--- config.mk ---
export PLATFORM = sky130hd
export DESIGN_NAME = irq_arbiter
export DESIGN_NICKNAME = d
export VERILOG_FILES = /design/src/rtl/irq_arb_pkg.sv /design/src/rtl/src_qualify.sv /design/src/rtl/prio_pick.sv /design/src/rtl/line_gate.sv /design/src/rtl/irq_arbiter.sv
export SDC_FILE = /design/constraint.sdc
export NUM_CORES = 1
export LEC_CHECK = 0
export BUFFER_PORTS_ARGS = -buffer_cell sky130_fd_sc_hd__buf_2
export CORE_ASPECT_RATIO = 1.2
export CORE_MARGIN = 1.5
export CORE_UTILIZATION = 33
export DETAILED_ROUTE_END_ITERATION = 10
export HOLD_SLACK_MARGIN = 0.06
export PLACE_DENSITY_LB_ADDON = 0.3
export RECOVER_POWER = 100
export SLEW_MARGIN = 0
export SYNTH_ARGS = -nofsm -noshare
export SYNTH_HDL_FRONTEND = slang
export SYNTH_SLANG_ARGS = --single-unit
--- constraint.sdc ---
create_clock -name clk -period 0.9 [get_ports clk]
set_clock_uncertainty 0.05 [all_clocks]
set_input_delay 0.225 -clock clk [delete_from_list [all_inputs] [get_ports clk]]
set_output_delay 0.225 -clock clk [all_outputs]
set_load 0.01 [all_outputs]
--- src/rtl/irq_arb_pkg.sv ---
package irq_arb_pkg;
  localparam int PRIO_W = 8;
  localparam int ID_W   = 10;
  localparam logic [ID_W-1:0] NO_IRQ_ID = 10'd1023;

  typedef struct packed {
    logic              found;
    logic [PRIO_W-1:0] prio;
    logic [ID_W-1:0]   id;
    logic              grp;
  } winner_t;
endpackage

--- src/rtl/src_qualify.sv ---
module src_qualify #(
  parameter int NUM_SRC    = 8,
  parameter int NCPU       = 4,
  parameter int CPU_IDX    = 1,
  parameter int FIRST_ID   = 28,
  parameter int PRIV_LIMIT = 32
) (
  input  logic [NUM_SRC-1:0]      en,
  input  logic [NUM_SRC-1:0]      pend,
  input  logic [NUM_SRC*NCPU-1:0] targets,
  output logic [NUM_SRC-1:0]      elig
);
  for (genvar i = 0; i < NUM_SRC; i++) begin : g_src
    localparam bit IS_PRIV = (FIRST_ID + i) < PRIV_LIMIT;
    if (IS_PRIV) begin : g_priv
      assign elig[i] = en[i] & pend[i];
    end else begin : g_shared
      assign elig[i] = en[i] & pend[i] & targets[i*NCPU + CPU_IDX];
    end
  end
endmodule

--- src/rtl/prio_pick.sv ---
module prio_pick
  import irq_arb_pkg::*;
#(
  parameter int NUM_SRC  = 8,
  parameter int FIRST_ID = 28
) (
  input  logic [NUM_SRC-1:0]        elig,
  input  logic [NUM_SRC*PRIO_W-1:0] prio,
  input  logic [NUM_SRC-1:0]        grp,
  output winner_t                   win
);
  always_comb begin
    win = '0;
    win.id = NO_IRQ_ID;
    for (int i = 0; i < NUM_SRC; i++) begin
      // strict compare keeps the earlier (lower) ID on a tie
      if (elig[i] && (!win.found || prio[i*PRIO_W +: PRIO_W] < win.prio)) begin
        win.found = 1'b1;
        win.prio  = prio[i*PRIO_W +: PRIO_W];
        win.id    = ID_W'(FIRST_ID + i);
        win.grp   = grp[i];
      end
    end
  end
endmodule

--- src/rtl/line_gate.sv ---
module line_gate
  import irq_arb_pkg::*;
(
  input  winner_t           win,
  input  logic [1:0]        dist_grp_en,
  input  logic [1:0]        cpu_grp_en,
  input  logic              cpu_fiq_en,
  input  logic [PRIO_W-1:0] prio_mask,
  input  logic [PRIO_W:0]   run_prio,
  output logic [ID_W-1:0]   hp_d,
  output logic              irq_d,
  output logic              fiq_d
);
  logic any_on, unmasked, preempts, grp_ok;

  always_comb begin
    any_on   = (|dist_grp_en) && (|cpu_grp_en);
    unmasked = win.found && (win.prio < prio_mask);
    preempts = {1'b0, win.prio} < run_prio;
    grp_ok   = dist_grp_en[win.grp] && cpu_grp_en[win.grp];
    hp_d  = NO_IRQ_ID;
    irq_d = 1'b0;
    fiq_d = 1'b0;
    if (any_on && unmasked) begin
      hp_d = win.id;
      if (preempts && grp_ok) begin
        if (!win.grp && cpu_fiq_en) fiq_d = 1'b1;
        else                        irq_d = 1'b1;
      end
    end
  end
endmodule

--- src/rtl/irq_arbiter.sv ---
module irq_arbiter
  import irq_arb_pkg::*;
#(
  parameter int NUM_SRC    = 8,
  parameter int NCPU       = 4,
  parameter int CPU_IDX    = 1,
  parameter int FIRST_ID   = 28,
  parameter int PRIV_LIMIT = 32
) (
  input  logic                        clk,
  input  logic                        rst_n,
  input  logic [NUM_SRC-1:0]          src_enable,
  input  logic [NUM_SRC-1:0]          src_pending,
  input  logic [NUM_SRC-1:0]          src_group,
  input  logic [NUM_SRC*NCPU-1:0]     src_targets,
  input  logic [NUM_SRC*PRIO_W-1:0]   src_prio,
  input  logic [1:0]                  dist_grp_en,
  input  logic [1:0]                  cpu_grp_en,
  input  logic                        cpu_fiq_en,
  input  logic [PRIO_W-1:0]           prio_mask,
  input  logic [PRIO_W:0]             run_prio,
  output logic [ID_W-1:0]             hp_id,
  output logic                        irq_o,
  output logic                        fiq_o
);
  logic [NUM_SRC-1:0] elig;
  winner_t            win;
  logic [ID_W-1:0]    hp_d, hp_q;
  logic               irq_d, irq_q, fiq_d, fiq_q;
  logic               upd_en;

  src_qualify #(.NUM_SRC(NUM_SRC), .NCPU(NCPU), .CPU_IDX(CPU_IDX),
                .FIRST_ID(FIRST_ID), .PRIV_LIMIT(PRIV_LIMIT)) u_qual (
    .en(src_enable), .pend(src_pending), .targets(src_targets), .elig(elig));

  prio_pick #(.NUM_SRC(NUM_SRC), .FIRST_ID(FIRST_ID)) u_pick (
    .elig(elig), .prio(src_prio), .grp(src_group), .win(win));

  line_gate u_gate (
    .win(win), .dist_grp_en(dist_grp_en), .cpu_grp_en(cpu_grp_en),
    .cpu_fiq_en(cpu_fiq_en), .prio_mask(prio_mask), .run_prio(run_prio),
    .hp_d(hp_d), .irq_d(irq_d), .fiq_d(fiq_d));

  assign upd_en = (hp_d != hp_q) || (irq_d != irq_q) || (fiq_d != fiq_q);

  always_ff @(posedge clk or negedge rst_n) begin
    if (!rst_n) begin
      hp_q  <= NO_IRQ_ID;
      irq_q <= 1'b0;
      fiq_q <= 1'b0;
    end else if (upd_en) begin
      hp_q  <= hp_d;
      irq_q <= irq_d;
      fiq_q <= fiq_d;
    end
  end

  assign hp_id = hp_q;
  assign irq_o = irq_q;
  assign fiq_o = fiq_q;


  lines_excl_chk: assert property (@(posedge clk) disable iff (!rst_n)
    $onehot0({irq_q, fiq_q}));

  off_idle_chk: assert property (@(posedge clk) disable iff (!rst_n)
    (!(|dist_grp_en) || !(|cpu_grp_en)) |=> (hp_q == NO_IRQ_ID && !irq_q && !fiq_q));

  line_has_id_chk: assert property (@(posedge clk) disable iff (!rst_n)
    (irq_q || fiq_q) |-> (hp_q != NO_IRQ_ID));

  fiq_needs_en_chk: assert property (@(posedge clk) disable iff (!rst_n)
    $rose(fiq_q) |-> $past(cpu_fiq_en));

  run_gate_chk: assert property (@(posedge clk) disable iff (!rst_n)
    $rose(irq_q) |-> ({1'b0, $past(win.prio)} < $past(run_prio)));
endmodule

==> flow_summary_export.csv, run 1 <==
group,metric,value,unit
run_status,violations,"setup timing",
routing,wl_met1,5330,µm
worst_hold_path,hold_end,"fiq_o",
clock_tree,clkTransAtPathRegs,40,ps
critical_path,slowest_stage,"or4_4",
floorplanning,dieArea,0.0104,mm²
final_layout,syn_to_final_growth,101,%
sta,worst_slew_pin_slew,508,ps
floorplanning,fp.dieW,93.5,µm
yosys,synthSimpleGateAreaFrac,18.5,%
critical_path,critical_path.max_stage_delay,540,ps
critical_path,startpoint_type,"input pin",
floorplanning,io_pins,156,
routing,via_per_inst,5.18,
sta,finalCriticalPeriod,12930,ps
routing,dr_wl_met3,506,µm
sta,finalCritPeriodShare,1440,%
pwr,total_leakage_power,3.17,nW
global_routing,gr-total-overflow,0,
clock_tree,cts_buffers,3,
placement,place_ws,-12780,ps
yosys,synth-xor-area-share,0,%
global_routing,grt_use_total,23.8,%
worst_hold_path,hold_path_class,"input pin to register",
placement,port-buffer-count,127,
clock_tree,cts_tree,"built",
routing,firstDrtPassIters,4,
yosys,ys_ff_latch,7,
final_layout,layout-drive-gt1-share,63.0,%
global_routing,antenna_found_initial,0,
run_status,status,"finished with violations",
floorplanning,core,0.00952,mm²
routing,vias,4553,
sta,rsz0062_at_grt,"yes",
global_routing,grt_pass1_wl,20600,µm
yosys,synth_adder_area_share,24.3,%
global_routing,grt_max_degree,11,
routing,detail-route-antenna-nets,0,
clock_tree,clk_path_buf_depth,2,
yosys,synth.area.mux_share,10.4,%
routing,post-route-drc-count,0,
yosys,synth_flop_cell,"dfstp_2",
routing,dr.max_layer_used,"met4",
clock_tree,ctsRootBufferMaster,"clkbuf_16",
critical_path,cp_num_buf_inv,14,
routing,wl,13300,µm
floorplanning,start_util,34.1,%
critical_path,worstPathMaxFanout,8,
placement,place_hpwl,10300,µm
yosys,synth_top_family_by_area,"compound AO/OA/AOI/OAI gates",
routing,wire_per_inst,15.1,µm
yosys,ys_warn_count,0,
clock_tree,cts.htree.levels,1,
yosys,yosysSeqAreaShare,5.60,%
yosys,syn_nets,646,
yosys,synth_area,0.00324,mm²
yosys,synth_edf_count,0,
floorplanning,die_h,112,µm
yosys,postSynthCellCount,439,
routing,routed-wl-met2,7040,µm
final_layout,final_util,68.6,%
sta,slew_headroom,65.6,%
yosys,async_reset_ff_share,100,%
yosys,yosysUniqueCellTypes,61,
sta,report.final.slew_viol_count,0,
sta,setup_viol,19,
sta,finalHoldViolations,0,
yosys,synth.avg_cell_area,7.38,µm²
critical_path,crit_arrival,13000,ps
critical_path,end_kind,"register",
routing,drt_iter0_markers,88,
sta,finalWorstSetupSlack,-12030,ps
final_layout,fill_cells,763,
sta,fin_tns_setup,-86240,ps
clock_tree,clock_sinks,7,
critical_path,critPathKind,"input pin to register",
global_routing,grt_pass1_vias,4750,
sta,fmax,77.4,MHz
worst_hold_path,min_from,"src_group[7]",
placement,gp_congestion,0.889,
critical_path,cp.required,970,ps
pwr,powerDensity,1020,mW/mm²
final_layout,final_nets,963,
pwr,ir_drop,0.691,mV
critical_path,cpMostUsedCell,"ha_4",
run,cap_violations,0,
worst_hold_path,whs_path_depth,2,
critical_path,crit_family,"compound AO/OA/AOI/OAI gates",
floorplanning,num_rows,39,
yosys,synth-compound-area-share,32.0,%
==> where the power goes <==
part	internal [W]	total, W	switching (W)
clock	0.000582	0.000741	0.000160
sequential	0.000394	0.000435	0.0000415
combinational	0.00298	0.00547	0.00249
total	0.00396	0.00665	0.00269
==> sequential cells by signal (all words and copies together) (netlist names) <==
signal / count
irq_o: 1
fiq_o: 1
hp_id: 5
==> layout make-up <==
cell class / instances / area [µm²] / area share, %
inverter: 56 / 213 / 3.26
timing repair buffer: 326 / 2260 / 34.7
clock buffer: 3 / 75.1 / 1.15
antenna: 1 / 2.50 / 0.0383
multi-input combinational: 362 / 3630 / 55.7
clock inverter: 1 / 5.00 / 0.0766
tap: 123 / 154 / 2.36
sequential: 7 / 181 / 2.78
==> cells in the final DEF (no fill, tap or decap), drive strengths merged, types with 2 or more instances in the layout <==
master,Yosys,final
a21oi,25,26
a211oi,5,5
dfrtp,2,2
a211o,6,6
and2,3,3
o2111ai,3,3
nand2b,10,10
o21bai,4,4
a21o,12,12
mux2,22,22
a2111oi,5,5
o21ai,33,33
nand4,6,6
buf,10,324
nor2,24,24
nor3,8,8
mux2i,9,9
nor2b,4,4
clkbuf,5,4
o211ai,6,6
o21a,7,7
inv,56,56
nand2,42,42
o31ai,9,9
nor4,2,2
ha,63,63
or2,2,2
o211a,2,2
a31oi,4,4
nand3,16,16
o311ai,9,9
or3,2,2
and3,2,2
dfstp,5,5
==> cell families after synthesis <==
group,after synthesis
multiplexers,31
AO/OA/AOI/OAI,142
AND/OR/NAND/NOR,125
flip-flops,7
adder cells (fa/ha/maj),63
buffers and inverters,71
==> synth_stat cells, drive strengths merged, types with 3 or more instances <==
library cell  instances  share of area, %
o311ai                9               2.4
a2111oi               5               1.5
clkbuf                5              0.58
mux2                 22               7.6
nor3                  8               1.2
nor2b                 4              0.77
nand3                16               2.5
nand4                 6               1.2
a211oi                5               1.3
nand2b               10               1.9
o2111ai               3               1.0
a21oi                25               4.1
a21o                 12               2.8
o21a                  7               1.6
and2                  3              0.66
o21ai                33               5.1
nor2                 24               2.8
ha                   63                24
dfstp                 5               4.1
a31oi                 4              0.96
a211o                 6               1.6
o21bai                4               1.0
mux2i                 9               2.8
o31ai                 9               2.1
nand2                42               4.9
inv                  56               6.5
o211ai                6               1.4
buf                  10               2.1
==> layer usage <==
metal | vias to the layer above | GRT usage, %
met4 | 0 | 8.59
met3 | 30 | 1.71
met5 | - | 0
met1 | 2134 | 26.6
li1 | 2265 | -
met2 | 124 | 45.8
==> timing repair <==
action / 4_1_cts / 5_1_grt
gates cloned: 1 / 0
gates resized for setup: 64 / 77
hold buffers: 1 / 0
endpoints found under the setup margin: 19 / 19
pin swaps: 34 / 39
hold endpoints to repair: 7 / 0
buffers inserted: 29 / 14
==> worst max path at each step <==
stage | start | to | slack [ps] | cells past startpoint
after CTS | src_pending[0] | fiq_o | -12030 | 72
after floorplan | src_enable[0] | fiq_o | -11890 | 76
after detailed placement | src_enable[0] | fiq_o | -12780 | 73
after global placement | src_enable[0] | fiq_o | -12270 | 69
after global routing | src_pending[0] | fiq_o | -12610 | 77
final | src_pending[0] | fiq_o | -12030 | 75
==> metrics by stage <==
stage	total power [W]	cells	hold slack [ps]	area, µm²
after floorplan	0.00279	439	-121	3540
after global placement	0.00452	829	7.39	5360
after detailed placement	0.00461	829	5.12	5360
after CTS	0.00599	864	182	6030
after global routing	0.00717	878	189	6530
final	0.00665	879	185	6530
(Power assumes the default switching activity.)
==> run 2: changes to the inputs <==
- RECOVER_POWER: 100 -> not set
- SLEW_MARGIN: 0 -> 20
- clock period: 0.9 -> 12.7 ns (I/O delays scaled with it)
==> run 2 against run 1 <==
Non-clock buffer count increased by 1. Core utilization shrank 1.6 points. Global-route usage grew 4.8 points. First-iteration DRC count rose to 2.7 times the previous value. Critical path type unchanged. The flow still finishes with violations (setup timing). Total power shrank 93%. Highest routed layer unchanged.
==> flow_summary_export.csv, run 2 (synthesis gave the netlist of run 1 again) <==
group,metric,value,unit
run_status,status,"finished with violations",
run_status,violations,"setup timing",
final_layout,largest_reg_flops,5,
sta,finalWorstSetupSlack,-3590,ps
critical_path,slowest_stage,"a2111oi_4",
floorplanning,start_util,34.1,%
final_layout,final_nets,964,
critical_path,worstPathMaxFanout,7,
final_layout,fill_cells,730,
sta,report.final.slew_viol_count,0,
placement,port-buffer-count,127,
critical_path,cpMostUsedCell,"buf_4",
pwr,sw_frac_of_total,42.0,%
run,cap_violations,0,
global_routing,grt_pass1_vias,5064,
final_layout,fin_cells,879,
global_routing,grt_use_total,28.7,%
sta,slew_headroom,71.4,%
pwr,p_seq_share,6.2,%
floorplanning,io_pins,156,
final_layout,layout-drive-gt1-share,62.6,%
critical_path,crit_arrival,16350,ps
critical_path,critical_path.max_stage_delay,470,ps
sta,finalHoldViolations,0,
sta,setup_viol,7,
critical_path,critPathKind,"input pin to register",
sta,finalCritPeriodShare,128,%
clock_tree,clkTransAtPathRegs,40,ps
floorplanning,core,0.00952,mm²
worst_hold_path,hold_path_class,"input pin to asynchronous set/reset pin",
routing,post-route-drc-count,0,
routing,wire_per_inst,17.7,µm
sta,fmax,61.4,MHz
global_routing,grt_pass1_wl,24000,µm
floorplanning,dieArea,0.0104,mm²
routing,detail-route-antenna-nets,0,
global_routing,antenna_found_initial,0,
pwr,total_leakage_power,3.14,nW
pwr,finalPower,0.000471,W
sta,rsz0062_at_grt,"yes",
critical_path,cp.required,12760,ps
floorplanning,die_h,112,µm
pwr,netSwitchingPower,0.000198,W
global_routing,grt_max_degree,11,
placement,placed_cells,782,
global_routing,gr-total-overflow,0,
routing,drt_iter0_markers,240,
clock_tree,cts.htree.levels,1,
clock_tree,cts_buffers,3,
final_layout,syn_to_final_growth,96.8,%
placement,gp_congestion,0.880,
clock_tree,clk_path_buf_depth,2,
sta,fin_tns_setup,-23510,ps
final_layout,mostFrequentLayoutCells,"buf_4, buf_2, inv_1",
placement,place_hpwl,9890,µm
clock_tree,clock_sinks,7,
clock_tree,ctsRootBufferMaster,"clkbuf_16",
sta,finalCriticalPeriod,16290,ps
routing,firstDrtPassIters,4,
final_layout,antennaDiodeCount,0,
clock_tree,hold_buffers,0,
pwr,ir_drop,0.0453,mV
clock_tree,cts_tree,"built",
pwr,intPower,0.000274,W
floorplanning,fp.dieW,93.5,µm
pwr,powerDensity,73.9,mW/mm²
floorplanning,num_rows,39,
pwr,combPwrFrac,82.7,%
routing,via_per_inst,5.51,
critical_path,startpoint_type,"input pin",
routing,wl,15600,µm
sta,hold_slack,2720,ps
routing,vias,4839,
sta,worst_slew_pin_slew,426,ps
final_layout,layout.cells.most_common,"buf_4",
critical_path,end_kind,"register",
pwr,p_clk_share,11.1,%
==> run 2: cell types whose count changed in the layout (fill, tap and decap cells not counted), sizes merged <==
cell         previous run  this run
diode                   1         0
buf                   324       327
clkinv                  1         0
dlygate4sd3             1         0
==> run 2: layout make-up <==
class,count,area [µm²],area share (%)
Sequential cell,7,181,2.84
Timing Repair Buffer,327,2210,34.7
Multi-Input combinational cell,362,3540,55.5
Inverter,56,213,3.33
Tap cell,123,154,2.41
Clock buffer,4,78.8,1.24
==> run 2: power groups by stage <==
stage	sequential, W	combinational, W	clock, W
floorplan	0.0000313	0.000164	0
global placement	0.0000293	0.000270	0
CTS	0.0000293	0.000344	0.0000529
global route	0.0000297	0.000420	0.0000545
finish	0.0000291	0.000390	0.0000525
detailed placement	0.0000295	0.000279	0
==> run 2: worst paths after layout <==
| path | to | cells past startpoint | slack (ps) | startpoint |
|---|---|---|---|---|
| max | irq_o | 84 | -3590 | src_enable[0] |
| min | irq_o | 1 | 2720 | rst_n |
| max in group asynchronous | hp_id[8] | 1 | 9660 | rst_n |
| min in group clk | fiq_o | 2 | 3110 | src_group[7] |
==> run 2: timing repair <==
action                                  4_1_cts  5_1_grt
cloned                                        1        0
pin swaps                                    59       45
endpoints found under the setup margin        7        7
buffers inserted                             86       14
resized for setup                            91       44
==> run 2: critical path, delay by kind of cell <==
family	cells	cell delay, ps
compound gates	17	3860
fa+ha+maj	4	970
buf+inv	54	6640
mux	3	840
simple gates	6	850
==> run 2: metal layers <==
layer | part of all wire, % | GRT usage (%) | vias up
met5 | 0 | 0 | -
met4 | 6.7 | 14.9 | 0
met3 | 5.5 | 2.46 | 96
met2 | 50 | 53.0 | 254
met1 | 38 | 31.7 | 2211
li1 | - | - | 2278
==> run 2: stage by stage <==
stage                     util (%)  setup slack, ps  cell area [µm²]
after global routing          67.0            -4160             6380
after CTS                     64.2            -3000             6110
after detailed placement      52.5            -3650             4990
final                         67.0            -3590             6380
after global placement        52.5            -3390             4990
after floorplan                  -            -3040             3520
